### config.mk
export PLATFORM = sky130hd
export DESIGN_NAME = rename_map
export DESIGN_NICKNAME = d
export VERILOG_FILES = /design/src/rtl/rn_pkg.sv /design/src/rtl/rn_map_table.sv /design/src/rtl/rn_ckpt_ctrl.sv /design/src/rtl/rn_ckpt_store.sv /design/src/rtl/rename_map.sv
export SDC_FILE = /design/constraint.sdc
export NUM_CORES = 1
export LEC_CHECK = 0
export BUFFER_PORTS_ARGS = -buffer_cell sky130_fd_sc_hd__buf_2
export CORE_MARGIN = 3
export CORE_UTILIZATION = 50
export CTS_CLUSTER_SIZE = 20
export DETAILED_ROUTE_END_ITERATION = 10
export HOLD_SLACK_MARGIN = 0.06
export MAX_ROUTING_LAYER = met4
export PLACE_DENSITY = 0.66
export SYNTH_ARGS = -nofsm -noshare
export SYNTH_HDL_FRONTEND = slang
export SYNTH_SLANG_ARGS = --single-unit
### constraint.sdc
create_clock -name clk -period 3.5 [get_ports clk]
set_input_delay 0.175 -clock clk [delete_from_list [all_inputs] [get_ports clk]]
set_output_delay 0.175 -clock clk [all_outputs]
set_load 0.01 [all_outputs]
### src/rtl/rn_pkg.sv
package rn_pkg;
   typedef enum logic [1:0] {
      TBL_NORMAL  = 2'd0,
      TBL_FLUSH   = 2'd1,
      TBL_RESTORE = 2'd2
   } tbl_mode_e;
endpackage

### src/rtl/rn_map_table.sv
module rn_map_table
   import rn_pkg::*;
#(
   parameter int NREG = 16,
   parameter int IW   = 5,
   localparam int AW  = $clog2(NREG)
) (
   input  logic                      clk,
   input  logic                      rst_n,
   input  tbl_mode_e                 mode,
   input  logic                      wr_en,
   input  logic [AW-1:0]             wr_reg,
   input  logic [IW-1:0]             wr_idx,
   input  logic                      cm_en,
   input  logic [IW-1:0]             cm_idx,
   input  logic [NREG-1:0]           rs_v,
   input  logic [NREG-1:0][IW-1:0]   rs_i,
   output logic [NREG-1:0]           cur_v,
   output logic [NREG-1:0][IW-1:0]   cur_i,
   output logic [NREG-1:0]           upd_v,
   output logic [NREG-1:0][IW-1:0]   upd_i
);

   for (genvar r = 0; r < NREG; r++) begin : g_row
      logic hit_wr;
      logic hit_cm;

      assign hit_wr   = wr_en && (wr_reg == AW'(r));
      assign hit_cm   = cm_en && cur_v[r] && (cur_i[r] == cm_idx);
      // rename wins over a clearing commit on the same row
      assign upd_v[r] = hit_wr ? 1'b1 : (hit_cm ? 1'b0 : cur_v[r]);
      assign upd_i[r] = hit_wr ? wr_idx : cur_i[r];

      always_ff @(posedge clk) begin
         if (!rst_n) begin
            cur_v[r] <= 1'b0;
            cur_i[r] <= '0;
         end else begin
            case (mode)
               TBL_FLUSH:   cur_v[r] <= 1'b0;
               TBL_RESTORE: begin
                  cur_v[r] <= rs_v[r];
                  cur_i[r] <= rs_i[r];
               end
               default: begin
                  cur_v[r] <= upd_v[r];
                  cur_i[r] <= upd_i[r];
               end
            endcase
         end
      end

      // a commit naming another slot leaves a valid row valid
      a_r5_commit_exact_match: assert property (@(posedge clk) disable iff (!rst_n)
         (mode == TBL_NORMAL && cm_en && cur_v[r] && cur_i[r] != cm_idx)
         |=> cur_v[r]);
   end

   a_r4_rename_installs: assert property (@(posedge clk) disable iff (!rst_n)
      (mode == TBL_NORMAL && wr_en)
      |=> (cur_v[$past(wr_reg)] && cur_i[$past(wr_reg)] == $past(wr_idx)));

   a_r10_flush_clears: assert property (@(posedge clk) disable iff (!rst_n)
      (mode == TBL_FLUSH) |=> (cur_v == '0));

endmodule

### src/rtl/rn_ckpt_ctrl.sv
module rn_ckpt_ctrl
   import rn_pkg::*;
#(
   parameter int NCK = 4,
   localparam int CW = $clog2(NCK)
) (
   input  logic          clk,
   input  logic          rst_n,
   input  tbl_mode_e     mode,
   input  logic [CW-1:0] rst_slot,
   input  logic          take,
   input  logic          rel_req,
   output logic [CW-1:0] wr_ptr,
   output logic          full
);

   logic [CW-1:0] rd_ptr;
   logic [CW:0]   cnt;
   logic          rel_ok;

   assign rel_ok = rel_req && (cnt != '0);
   assign full   = (cnt == (CW+1)'(NCK));

   always_ff @(posedge clk) begin
      if (!rst_n) begin
         wr_ptr <= '0;
         rd_ptr <= '0;
         cnt    <= '0;
      end else begin
         case (mode)
            TBL_FLUSH: begin
               cnt    <= '0;
               rd_ptr <= wr_ptr;
            end
            TBL_RESTORE: begin
               wr_ptr <= rst_slot;
               cnt    <= {1'b0, CW'(rst_slot - rd_ptr)};
            end
            default: begin
               if (take)   wr_ptr <= wr_ptr + 1'b1;
               if (rel_ok) rd_ptr <= rd_ptr + 1'b1;
               cnt <= cnt + (CW+1)'(take) - (CW+1)'(rel_ok);
            end
         endcase
      end
   end

   a_r8_no_overflow: assert property (@(posedge clk) disable iff (!rst_n)
      cnt <= (CW+1)'(NCK));

   a_r8_take_needs_room: assert property (@(posedge clk) disable iff (!rst_n)
      (mode == TBL_NORMAL && take) |-> !full);

   a_r9_restore_live_slot: assert property (@(posedge clk) disable iff (!rst_n)
      (mode == TBL_RESTORE) |-> (cnt != '0));

   a_r11_release_empty: assert property (@(posedge clk) disable iff (!rst_n)
      (mode == TBL_NORMAL && !take && cnt == '0) |=> (cnt == '0));

endmodule

### src/rtl/rn_ckpt_store.sv
module rn_ckpt_store
   import rn_pkg::*;
#(
   parameter int NREG = 16,
   parameter int IW   = 5,
   parameter int NCK  = 4,
   localparam int CW  = $clog2(NCK)
) (
   input  logic                      clk,
   input  logic                      rst_n,
   input  tbl_mode_e                 mode,
   input  logic                      take,
   input  logic [CW-1:0]             wr_slot,
   input  logic [NREG-1:0]           img_v,
   input  logic [NREG-1:0][IW-1:0]   img_i,
   input  logic                      cm_en,
   input  logic [IW-1:0]             cm_idx,
   input  logic [CW-1:0]             rd_slot,
   output logic [NREG-1:0]           out_v,
   output logic [NREG-1:0][IW-1:0]   out_i
);

   logic [NREG-1:0]         snap_v [NCK];
   logic [NREG-1:0][IW-1:0] snap_i [NCK];

   for (genvar s = 0; s < NCK; s++) begin : g_slot
      always_ff @(posedge clk) begin
         if (!rst_n) begin
            snap_v[s] <= '0;
            snap_i[s] <= '0;
         end else if (mode == TBL_NORMAL) begin
            if (take && wr_slot == CW'(s)) begin
               snap_v[s] <= img_v;
               snap_i[s] <= img_i;
            end else if (cm_en) begin
               for (int r = 0; r < NREG; r++) begin
                  if (snap_v[s][r] && snap_i[s][r] == cm_idx) snap_v[s][r] <= 1'b0;
               end
            end
         end
      end

      // a saved row naming the retiring slot is gone next cycle
      a_r7_scrub_row0: assert property (@(posedge clk) disable iff (!rst_n)
         (mode == TBL_NORMAL && cm_en && !(take && wr_slot == CW'(s))
          && snap_v[s][0] && snap_i[s][0] == cm_idx) |=> !snap_v[s][0]);
   end

   assign out_v = snap_v[rd_slot];
   assign out_i = snap_i[rd_slot];

endmodule

### src/rtl/rename_map.sv
module rename_map
   import rn_pkg::*;
#(
   parameter int NREG = 16,
   parameter int IW   = 5,
   parameter int NCK  = 4,
   localparam int AW  = $clog2(NREG),
   localparam int CW  = $clog2(NCK)
) (
   input  logic          clk,
   input  logic          rst_n,
   input  logic [AW-1:0] src0_reg,
   input  logic [AW-1:0] src1_reg,
   output logic          src0_valid,
   output logic [IW-1:0] src0_rob,
   output logic          src1_valid,
   output logic [IW-1:0] src1_rob,
   input  logic          ren_en,
   input  logic [AW-1:0] ren_dst,
   input  logic [IW-1:0] ren_rob,
   input  logic          commit_en,
   input  logic [IW-1:0] commit_rob,
   input  logic          ckpt_req,
   output logic [CW-1:0] ckpt_slot,
   output logic          ckpt_stall,
   input  logic          ckpt_release,
   input  logic          restore_en,
   input  logic [CW-1:0] restore_slot,
   input  logic          flush
);

   if (NREG < 2 || (1 << AW) != NREG) begin : g_bad_nreg
      $error("rename_map: NREG must be a power of two of at least 2");
   end
   if (NCK < 2 || (1 << CW) != NCK) begin : g_bad_nck
      $error("rename_map: NCK must be a power of two of at least 2");
   end
   if (IW < 1) begin : g_bad_iw
      $error("rename_map: IW must be at least 1");
   end

   tbl_mode_e               mode;
   logic                    full;
   logic                    wr_ok;
   logic                    take;
   logic                    rel;
   logic [NREG-1:0]         tbl_v;
   logic [NREG-1:0][IW-1:0] tbl_i;
   logic [NREG-1:0]         nxt_v;
   logic [NREG-1:0][IW-1:0] nxt_i;
   logic [NREG-1:0]         snap_v;
   logic [NREG-1:0][IW-1:0] snap_i;

   always_comb begin
      if (flush)           mode = TBL_FLUSH;
      else if (restore_en) mode = TBL_RESTORE;
      else                 mode = TBL_NORMAL;
   end

   assign ckpt_stall = ckpt_req && full;
   assign wr_ok      = ren_en && !ckpt_stall;
   assign take       = ckpt_req && !full && (mode == TBL_NORMAL);
   assign rel        = ckpt_release && (mode == TBL_NORMAL);

   rn_map_table #(.NREG(NREG), .IW(IW)) u_table (
      .clk    (clk),
      .rst_n  (rst_n),
      .mode   (mode),
      .wr_en  (wr_ok),
      .wr_reg (ren_dst),
      .wr_idx (ren_rob),
      .cm_en  (commit_en),
      .cm_idx (commit_rob),
      .rs_v   (snap_v),
      .rs_i   (snap_i),
      .cur_v  (tbl_v),
      .cur_i  (tbl_i),
      .upd_v  (nxt_v),
      .upd_i  (nxt_i)
   );

   rn_ckpt_ctrl #(.NCK(NCK)) u_ctrl (
      .clk      (clk),
      .rst_n    (rst_n),
      .mode     (mode),
      .rst_slot (restore_slot),
      .take     (take),
      .rel_req  (rel),
      .wr_ptr   (ckpt_slot),
      .full     (full)
   );

   rn_ckpt_store #(.NREG(NREG), .IW(IW), .NCK(NCK)) u_store (
      .clk     (clk),
      .rst_n   (rst_n),
      .mode    (mode),
      .take    (take),
      .wr_slot (ckpt_slot),
      .img_v   (nxt_v),
      .img_i   (nxt_i),
      .cm_en   (commit_en),
      .cm_idx  (commit_rob),
      .rd_slot (restore_slot),
      .out_v   (snap_v),
      .out_i   (snap_i)
   );

   assign src0_valid = tbl_v[src0_reg];
   assign src0_rob   = tbl_i[src0_reg];
   assign src1_valid = tbl_v[src1_reg];
   assign src1_rob   = tbl_i[src1_reg];

   a_r9_restore_loads: assert property (@(posedge clk) disable iff (!rst_n)
      (mode == TBL_RESTORE) |=> (tbl_v == $past(snap_v)));

   a_r9_restore_slot: assert property (@(posedge clk) disable iff (!rst_n)
      (mode == TBL_RESTORE) |=> (ckpt_slot == $past(restore_slot)));

   a_r8_stall_drops_write: assert property (@(posedge clk) disable iff (!rst_n)
      (mode == TBL_NORMAL && ckpt_stall && !commit_en) |=> $stable(tbl_v));

endmodule

## After elaboration in Yosys (flattened, before gate mapping)

Memories as Yosys holds them, arrays and structs flattened.
Index checks and enable logic that the tools add are counted.

- Mux-type cells: 568
- $add $sub $neg: 5
- Order comparisons: 2
- Reductions and logical operators: 132
- Eq/ne operators: 101
- Bitwise logic cells: 74

Operator list:

| operator | count |
|---|---|
| $mux W1 | 499 |
| $eq A5 B5 Y1 | 80 |
| $mux W80 | 4 |
| $pmux W5 S2 | 16 |
| $logic_and A1 B1 Y1 | 122 |
| $mux W5 | 18 |
| $or A1 B1 Y1 | 72 |
| $mux W16 | 4 |
| $bmux W5 S4 | 2 |
| $eq A4 B4 Y1 const B | 8 |
| $pmux W1 S2 | 16 |
| $eq A4 B3 Y1 const B | 4 |
| $lt A4 B5 Y1 const B | 2 |
| $bmux W1 S4 | 2 |
| $eq A4 B2 Y1 const B | 2 |
| $mux W2 | 4 |
| $pmux W2 S2 | 2 |
| $eq A2 B2 Y1 const B | 3 |
| $pmux W3 S2 | 1 |
| $add A2 B1 Y2 const B | 2 |
| $eq A2 B1 Y1 const B | 2 |
| $eq A4 B1 Y1 const B | 1 |
| $logic_not A2 Y1 | 2 |
| $logic_not A4 Y1 | 1 |
| other kinds (9) | 13 |

- RAM bits: 384
- Memories: 2
- Logic and storage cells: 919
- Flip-flop bits (word level): 103
- Bits of input ports: 32
- Output and inout port bits: 15

Memories:

| name | depth | width | read ports | clocked after memory_dff | wr ports | RTL line | text |
|---|---|---|---|---|---|---|---|
| u_store.snap_i | 4 | 80 | 5 | 0 | 4 | rn_ckpt_store.sv:24 | `logic [NREG-1:0][IW-1:0] snap_i [NCK];` |
| u_store.snap_v | 4 | 16 | 5 | 0 | 4 | rn_ckpt_store.sv:23 | `logic [NREG-1:0] snap_v [NCK];` |

## Logic depth before layout (Yosys ltp)

Gate-level depths: netlist (run 1).

- Word-level depth: 11
- Gate-level depth with buffers: 11

## By module

A second synthesis (run 1) with hierarchy kept.

- Cells, all modules: 2493
- Area, all modules: 29095.4 µm²

By module, submodules not included:

| module | cells each | area each (µm²) | times used | sequential area each (µm²) |
|---|---|---|---|---|
| rn_ckpt_store | 1504 | 20719.9 | 1 | 11531.1 |
| rn_map_table | 818 | 6272.3 | 1 | 1921.8 |
| rename_map | 111 | 1596.5 | 1 | 0.0 |
| rn_ckpt_ctrl | 60 | 506.7 | 1 | 140.1 |

## Worst setup path after synthesis (run 1)

No wires, ideal clock.

- Path type: register -> register
- Start: register u_ctrl.cnt[1]
- End: memory u_store.snap_i[2][0] (netlist bit) (enable)
- Cell stages (with the launch flop): 6
- Required time: 3066 ps
- Arrival time: 2778 ps
- Period minus slack after synthesis: 3212 ps
- Setup time: 434 ps
- Path slack: 288 ps
- Path through: dfxtp_1 > nor3b_1 > nor3_4 > a21oi_1 > buf_2 > inv_1

RTL lines:

| item | RTL line | text |
|---|---|---|
| start: declaration | rn_ckpt_ctrl.sv:18 | `logic [CW:0] cnt;` |
| start signal: assignment | rn_ckpt_ctrl.sv:37 | `cnt <= {1'b0, CW'(rst_slot - rd_ptr)};` |
| start signal: assignment | rn_ckpt_ctrl.sv:42 | `cnt <= cnt + (CW+1)'(take) - (CW+1)'(rel_ok);` |
| end: declaration | rn_ckpt_store.sv:24 |  |

==> impl_metrics.sql, run 1 <==
INSERT INTO impl_metrics (metric_group, metric, value, unit) VALUES
('critical_path', 'setup.worst_path.end_class', 'flop', ''),
('timing', 'worst_clock_skew', '0.0130', 'ns'),
('critical_path', 'critical_path.slowest_cell', 'sky130_fd_sc_hd__nor3_4', ''),
('routing', 'final_wirelength', '92.3', 'mm'),
('clock_tree', 'cts.htree.levels', '2', ''),
('timing', 'rsz0062_at_grt', 'false', ''),
('logic_synthesis', 'post_synth_main_area_contributors', 'sky130_fd_sc_hd__edfxtp_1 41%, sky130_fd_sc_hd__mux4_2 12%, sky130_fd_sc_hd__xnor2_1 11%, sky130_fd_sc_hd__dfxtp_1 7.4%, sky130_fd_sc_hd__nor2_1 4.4%', ''),
('timing', 'timing.final.hold_violations', '0', ''),
('routing', 'dr_total_vias', '21500', ''),
('power_and_ir_drop', 'ir_worst_vdd', '0.389', 'mV'),
('critical_path', 'cp-startpoint', 'u_ctrl.cnt[1]', ''),
('logic_synthesis', 'postSynthAreaPerCell', '11.6', 'um^2'),
('timing', 'tightest_slew', '1.01', 'ns'),
('global_routing', 'globalRouteTotalUtil', '0.318', ''),
('power_and_ir_drop', 'clock_power_share', '0.389', ''),
('critical_path', 'critical_path_cell_by_cell', 'nor3b_1 -> nor3_4 -> nand3_4 -> buf_4 -> a21oi_1', ''),
('layout', 'final-instance-count-excl-fill', '3154', ''),
('timing', 'post-route-period-util', '0.732', ''),
('routing', 'antenna_violating_nets_post_route', '0', ''),
('timing', 'max-slew-margin-rel', '0.327', ''),
('routing', 'wire_per_inst', '29.3', 'um'),
('run', 'cap_violations', '0', ''),
('power_and_ir_drop', 'switching_share', '0.265', ''),
('logic_synthesis', 'synth_enable_flop_cells', '384', ''),
('floorplan', 'die_height', '242', 'um'),
('layout', 'multi_input_area', '13400', 'um^2'),
('outcome', 'status', 'finished, final reports clean', ''),
('logic_synthesis', 'synthesis.area', '27900', 'um^2'),
('timing', 'setup_viol_count_final', '0', ''),
('routing', 'post-route-drc-count', '0', ''),
('clock_tree', 'clkLatencyLatePin', '0.61', 'ns'),
('logic_synthesis', 'synth_seq_area_share', '0.487', ''),
('timing', 'timing.fmax', '0.390', 'GHz'),
('timing', 'timing.final.crit_period', '2.56', 'ns'),
('floorplan', 'floorplan.initialDensity', '0.512', ''),
('timing', 'worst_hold_slack', '0.114', 'ns'),
('clock_tree', 'cts.sinks', '487', ''),
('layout', 'count_of_fill_cells_added_during_filler_insertion', '4499', ''),
('critical_path', 'crit_fanout', '29', ''),
('floorplan', 'die_width', '242', 'um'),
('logic_synthesis', 'synth_top_flop_cell', 'sky130_fd_sc_hd__edfxtp_1', ''),
('logic_synthesis', 'warning_count_from_the_yosys_run', '0', ''),
('timing', 'maxSlewViolCount', '0', ''),
('layout', 'mostFrequentLayoutCell', 'sky130_fd_sc_hd__edfxtp_1', ''),
('critical_path', 'critPathArrivalTime', '3.01', 'ns'),
('critical_path', 'worst_ep_required_time', '3.95', 'ns'),
('clock_tree', 'clk_pin_slew_worst_paths', '0.07', 'ns'),
('clock_tree', 'cts_tree', 'built', ''),
('placed_design', 'detailed_place.area', '29000', 'um^2'),
('routing', 'drtIter0Drc', '3111', ''),
('hold_path', 'min_from', 'ren_dst[1]', ''),
('placed_design', 'hpwl', '59.9', 'mm'),
('critical_path', 'worstSetupStartpointType', 'flop', ''),
('floorplan', 'core_region_area', '54600', 'um^2'),
('logic_synthesis', 'synth.ff_latch_count', '487', ''),
('placed_design', 'dp_cells', '3043', ''),
('logic_synthesis', 'netlist_instances', '2397', ''),
('placed_design', 'gpl.final_weighted_congestion', '0.984', ''),
('layout', 'regArea', '13600', 'um^2'),
('power_and_ir_drop', 'total_leakage_power', '9.64', 'nW'),
('logic_synthesis', 'synth_top_cell_by_area', 'sky130_fd_sc_hd__edfxtp_1', ''),
('power_and_ir_drop', 'p_switching', '3.82', 'mW'),
('placed_design', 'numPortBuffers', '46', ''),
('clock_tree', 'cts_buffers', '52', ''),
('logic_synthesis', 'synth.net_count', '2437', ''),
('global_routing', 'pin_count_of_the_biggest_net_entering_global_routing', '65', ''),
('layout', 'layout-drive-gt1-share', '0.157', ''),
('layout', 'nets', '2401', ''),
('layout', 'post-route-cell-area', '30700', 'um^2'),
('critical_path', 'critical-path-max-stage-delay', '0.61', 'ns'),
('timing', 'tns', '0', 'ns');
## registers in the layout, summed over array words and instances, names as in the netlist
name and flops:
u_store.snap_v 64, u_table.cur_i 80, u_table.cur_v 16, u_ctrl.wr_ptr 2, u_store.snap_i 320, u_ctrl.cnt 3
u_ctrl.rd_ptr 2
## worst paths after layout
check             slack [ns]  depth (start not counted)                   end
hold / removal          0.11                          4     u_table.cur_i[62]
setup reg to reg        0.94                          5  u_store.snap_v[0][0]
hold reg to reg         0.55                          2      u_ctrl.rd_ptr[0]
setup / recovery        0.94                          5  u_store.snap_v[0][0]
## power by group through the flow
| stage | clock [mW] | sequential (mW) | combinational (mW) |
|---|---|---|---|
| after floorplan | 0 | 6.81 | 1.35 |
| after global placement | 0 | 6.90 | 1.91 |
| after detailed placement | 0 | 6.92 | 1.93 |
| after CTS | 5.63 | 6.80 | 1.94 |
| after global routing | 5.85 | 6.84 | 2.08 |
| final | 5.60 | 6.82 | 1.97 |
## synth_stat cells (4+ instances only)
cell type and number:
sky130_fd_sc_hd__buf_2 103, sky130_fd_sc_hd__nand3_1 22, sky130_fd_sc_hd__a311oi_1 62, sky130_fd_sc_hd__buf_1 14, sky130_fd_sc_hd__nor3_4 6, sky130_fd_sc_hd__o21ai_0 71
sky130_fd_sc_hd__mux2i_1 103, sky130_fd_sc_hd__nand2_1 147, sky130_fd_sc_hd__nor2_1 328, sky130_fd_sc_hd__xor2_1 66, sky130_fd_sc_hd__o41ai_1 31, sky130_fd_sc_hd__o22ai_1 88
sky130_fd_sc_hd__and3_1 7, sky130_fd_sc_hd__nand4_1 116, sky130_fd_sc_hd__ha_1 7, sky130_fd_sc_hd__edfxtp_1 384, sky130_fd_sc_hd__nand2b_1 4, sky130_fd_sc_hd__a32oi_1 5
sky130_fd_sc_hd__nor3_2 6, sky130_fd_sc_hd__inv_1 13, sky130_fd_sc_hd__dfxtp_1 103, sky130_fd_sc_hd__xnor2_1 340, sky130_fd_sc_hd__a21oi_1 84, sky130_fd_sc_hd__a22oi_1 15
sky130_fd_sc_hd__clkbuf_1 92, sky130_fd_sc_hd__mux4_2 144
## worst max-delay path: cells and delay by family, from the launching register on
| kind | cells | cell delay (ns) |
|---|---|---|
| simple gates | 3 | 1.27 |
| buf+inv | 1 | 0.46 |
| flops | 1 | 0.44 |
| compound gates | 1 | 0.18 |
## cell type report
cell class,instances,share of cell area
antenna,12,0.000977
clock buffer,81,0.0508
clock inverter,15,0.00480
inverter,15,0.00216
multi-input combinational,1681,0.436
sequential,487,0.442
tap,739,0.0301
timing repair buffer,124,0.0332
## layer usage
metal / global-route usage / vias to the layer above / share of wire
met1: 0.420 / 10800 / 0.38
met3: 0.0715 / 262 / 0.12
met2: 0.489 / 1479 / 0.46
met5: - / - / 0
met4: 0.109 / 0 / 0.037
li1: - / 8906 / -
## cells by family after synthesis
group	synth area share
AND/OR/NAND/NOR	0.107
XOR/XNOR	0.127
AO/OA/AOI/OAI	0.0852
buffers and inverters	0.0360
flip-flops	0.487
adder cells (fa/ha/maj)	0.00386
multiplexers	0.153
## stage by stage
step                      power, mW  worst slack (ns)   util
after floorplan                8.16             0.288      -
after global placement         8.81             0.981  0.531
after detailed placement       8.86             0.978  0.531
after CTS                      14.4             0.956  0.563
after global routing           14.8             0.835  0.563
final                          14.4             0.936  0.563
## timing repair
| item | 4_1_cts | 5_1_grt |
|---|---|---|
| endpoints found under the hold margin | 4 | 0 |
| hold buffers | 3 | 0 |
| setup buffers | 0 | 0 |
| endpoints found under the setup margin | 0 | 0 |
(Power assumes the default switching activity.)
==> run 2, diff against run 1 <==
PLACE_DENSITY = 0.68   (was 0.66)
clock period = 2.34 ns   (was 3.5 ns; I/O delays follow)
==> run 2 against run 1 <==
The run now ends with negative setup slack left. Worst hold slack worse by 0.0084 ns. Critical path type is now reg -> out. Sequential power rose by 50%. Highest routed layer unchanged. Critical path depth fell by 2. Routed wire length is 2.0% higher. First-iteration DRC count shrank 5.0%. Clock-buffer cell count up 7.
==> impl_metrics.sql, run 2 (same netlist as run 1, synthesis figures left out) <==
INSERT INTO impl_metrics (metric_group, metric, value, unit) VALUES
('critical_path', 'worstSetupStartpointType', 'flop', ''),
('timing', 'timing.final.hold_violations', '0', ''),
('layout', 'layout-drive-gt1-share', '0.220', ''),
('routing', 'final_wirelength', '94.2', 'mm'),
('timing', 'tightest_slew', '0.926', 'ns'),
('layout', 'mostFrequentLayoutCell', 'sky130_fd_sc_hd__edfxtp_1', ''),
('power_and_ir_drop', 'fin_total_pwr', '22.1', 'mW'),
('clock_tree', 'clkLatencyLatePin', '0.63', 'ns'),
('layout', 'nets', '2507', ''),
('placed_design', 'numPortBuffers', '46', ''),
('timing', 'rsz0062_at_grt', 'true', ''),
('critical_path', 'critPathKind', 'reg -> out', ''),
('critical_path', 'worst_ep_required_time', '2.22', 'ns'),
('global_routing', 'grt_antenna_before_repair', '12', ''),
('global_routing', 'globalRouteOverflowTotal', '0', ''),
('layout', 'post-route-cell-area', '32200', 'um^2'),
('routing', 'drt-pass1-iter-count', '6', ''),
('critical_path', 'setup.worst_path.end_class', 'output port', ''),
('floorplan', 'top_level_ports', '47', ''),
('timing', 'max-slew-margin-rel', '0.382', ''),
('floorplan', 'std_cell_rows', '85', ''),
('global_routing', 'via_count_of_the_first_global_routing_pass', '22100', ''),
('clock_tree', 'cts.htree.levels', '2', ''),
('power_and_ir_drop', 'total_leakage_power', '10.3', 'nW'),
('layout', 'top_regs', 'u_store.snap_i x320, u_table.cur_i x80, u_store.snap_v x64', ''),
('floorplan', 'floorplan.initialDensity', '0.512', ''),
('placed_design', 'hpwl', '61.4', 'mm'),
('layout', 'most-common-layout-cells', '384 x sky130_fd_sc_hd__edfxtp_1, 340 x sky130_fd_sc_hd__xnor2_1, 326 x sky130_fd_sc_hd__nor2_1, 147 x sky130_fd_sc_hd__nand2_1, 144 x sky130_fd_sc_hd__mux4_2', ''),
('layout', 'syn_to_final_growth', '15.4', '%'),
('clock_tree', 'clk_pin_slew_worst_paths', '0.07', 'ns'),
('timing', 'post-route-period-util', '1.02', ''),
('floorplan', 'die_width', '242', 'um'),
('floorplan', 'core_region_area', '54600', 'um^2'),
('routing', 'post-route-drc-count', '0', ''),
('clock_tree', 'ctsRootBufferMaster', 'sky130_fd_sc_hd__clkbuf_16', ''),
('routing', 'drtIter0Drc', '2954', ''),
('layout', 'largest_register', 'u_store.snap_i', ''),
('hold_path', 'hp-class', 'in -> reg', ''),
('global_routing', 'grt_pass1_wl', '140', 'mm'),
('routing', 'antenna_violating_nets_post_route', '0', ''),
('clock_tree', 'cts_tree', 'built', ''),
('timing', 'setup_viol_count_final', '5', ''),
('floorplan', 'die_area', '58700', 'um^2'),
('power_and_ir_drop', 'ir_worst_vdd', '0.646', 'mV'),
('clock_tree', 'cts-root-to-sink-buffers', '3', ''),
('routing', 'wire_per_inst', '28.8', 'um'),
('routing', 'via_per_inst', '6.75', ''),
('global_routing', 'globalRouteTotalUtil', '0.324', ''),
('run', 'cap_violations', '0', ''),
('critical_path', 'crit_fanout', '3', ''),
('placed_design', 'detailed_place.area', '29900', 'um^2'),
('timing', 'layout_setup_ws', '-0.0456', 'ns'),
('floorplan', 'die_height', '242', 'um'),
('outcome', 'failing_checks', 'negative setup slack', ''),
('placed_design', 'gpl.final_weighted_congestion', '0.985', ''),
('clock_tree', 'cts.sinks', '487', ''),
('layout', 'largest_register_ff_count', '320', ''),
('timing', 'timing.final.crit_period', '2.39', 'ns'),
('clock_tree', 'cts_buffers', '54', ''),
('power_and_ir_drop', 'power_density', '685', 'nW/um^2'),
('outcome', 'status', 'finished, violations left', ''),
('routing', 'dr_total_vias', '22100', ''),
('global_routing', 'pin_count_of_the_biggest_net_entering_global_routing', '63', ''),
('timing', 'timing.fmax', '0.419', 'GHz'),
('timing', 'maxSlewViolCount', '0', ''),
('timing', 'worst_clock_skew', '0.0202', 'ns'),
('critical_path', 'critPathArrivalTime', '2.27', 'ns');
-- run 2: critical path, cell delays in order (launching register included) --
cell	delay, ns
sky130_fd_sc_hd__dfxtp_4	0.36
sky130_fd_sc_hd__mux4_2	0.54
sky130_fd_sc_hd__mux4_2	0.58
sky130_fd_sc_hd__buf_6	0.16
-- run 2: path summary, 6_finish.rpt --
path,slack [ns],cells past startpoint,from,end
worst max-delay path,-0.05,3,u_table.cur_i[17],src0_rob[2]
worst min-delay path,0.11,5,ckpt_req,u_ctrl.wr_ptr[0]
worst max register to register,0.11,5,u_ctrl.cnt[1],u_store.snap_i[3][24]
worst min register to register,0.52,2,u_table.cur_i[34],u_table.cur_i[34]
-- run 2: metrics by stage --
step	hold WS, ns	instances	worst slack (ns)	setup TNS, ns	utilization
2_1_floorplan	0.310	2397	-0.293	-84.10	-
5_1_grt	0.129	3264	-0.0550	-0.176	0.590
4_1_cts	0.0864	3246	-0.0104	-0.0147	0.588
3_3_place_gp	0.480	3121	0.111	0	0.549
6_report	0.105	3269	-0.0456	-0.103	0.590
3_5_place_dp	0.508	3121	0.0846	0	0.549
-- run 2: power breakdown --
part / switching (mW) / internal [mW]
registers: 0.445 / 9.75
clock network: 3.58 / 5.07
logic: 1.85 / 1.37
-- run 2: repair_timing --
item / 4_1_cts / 5_1_grt
hold buffers: 9 / 0
resized for setup: 85 / 13
pin swaps: 0 / 2
cloned: 0 / 1
endpoints found under the hold margin: 26 / 0
endpoints found under the setup margin: 10 / 14
buffers inserted: 14 / 5
-- run 2: final cells by class --
cell class                      instances  area [um^2]
Antenna cell                           17         42.5
Tap cell                              739          925
Clock inverter                         14          166
Multi-Input combinational cell       1682        13400
Timing Repair Buffer                  227         2200
Fill cell                            4373        22400
Sequential cell                       487        13700
Clock buffer                           88         1620
Inverter                               15         71.3
-- run 2: routing by layer --
metal / share of wire / wire length (um) / global-route usage / up-vias
li1: - / - / - / 9123
met5: 0 / 0 / - / -
met4: 0.045 / 4250 / 0.138 / 0
met1: 0.37 / 34900 / 0.419 / 10900
met3: 0.13 / 11900 / 0.0760 / 330
met2: 0.46 / 43200 / 0.493 / 1656
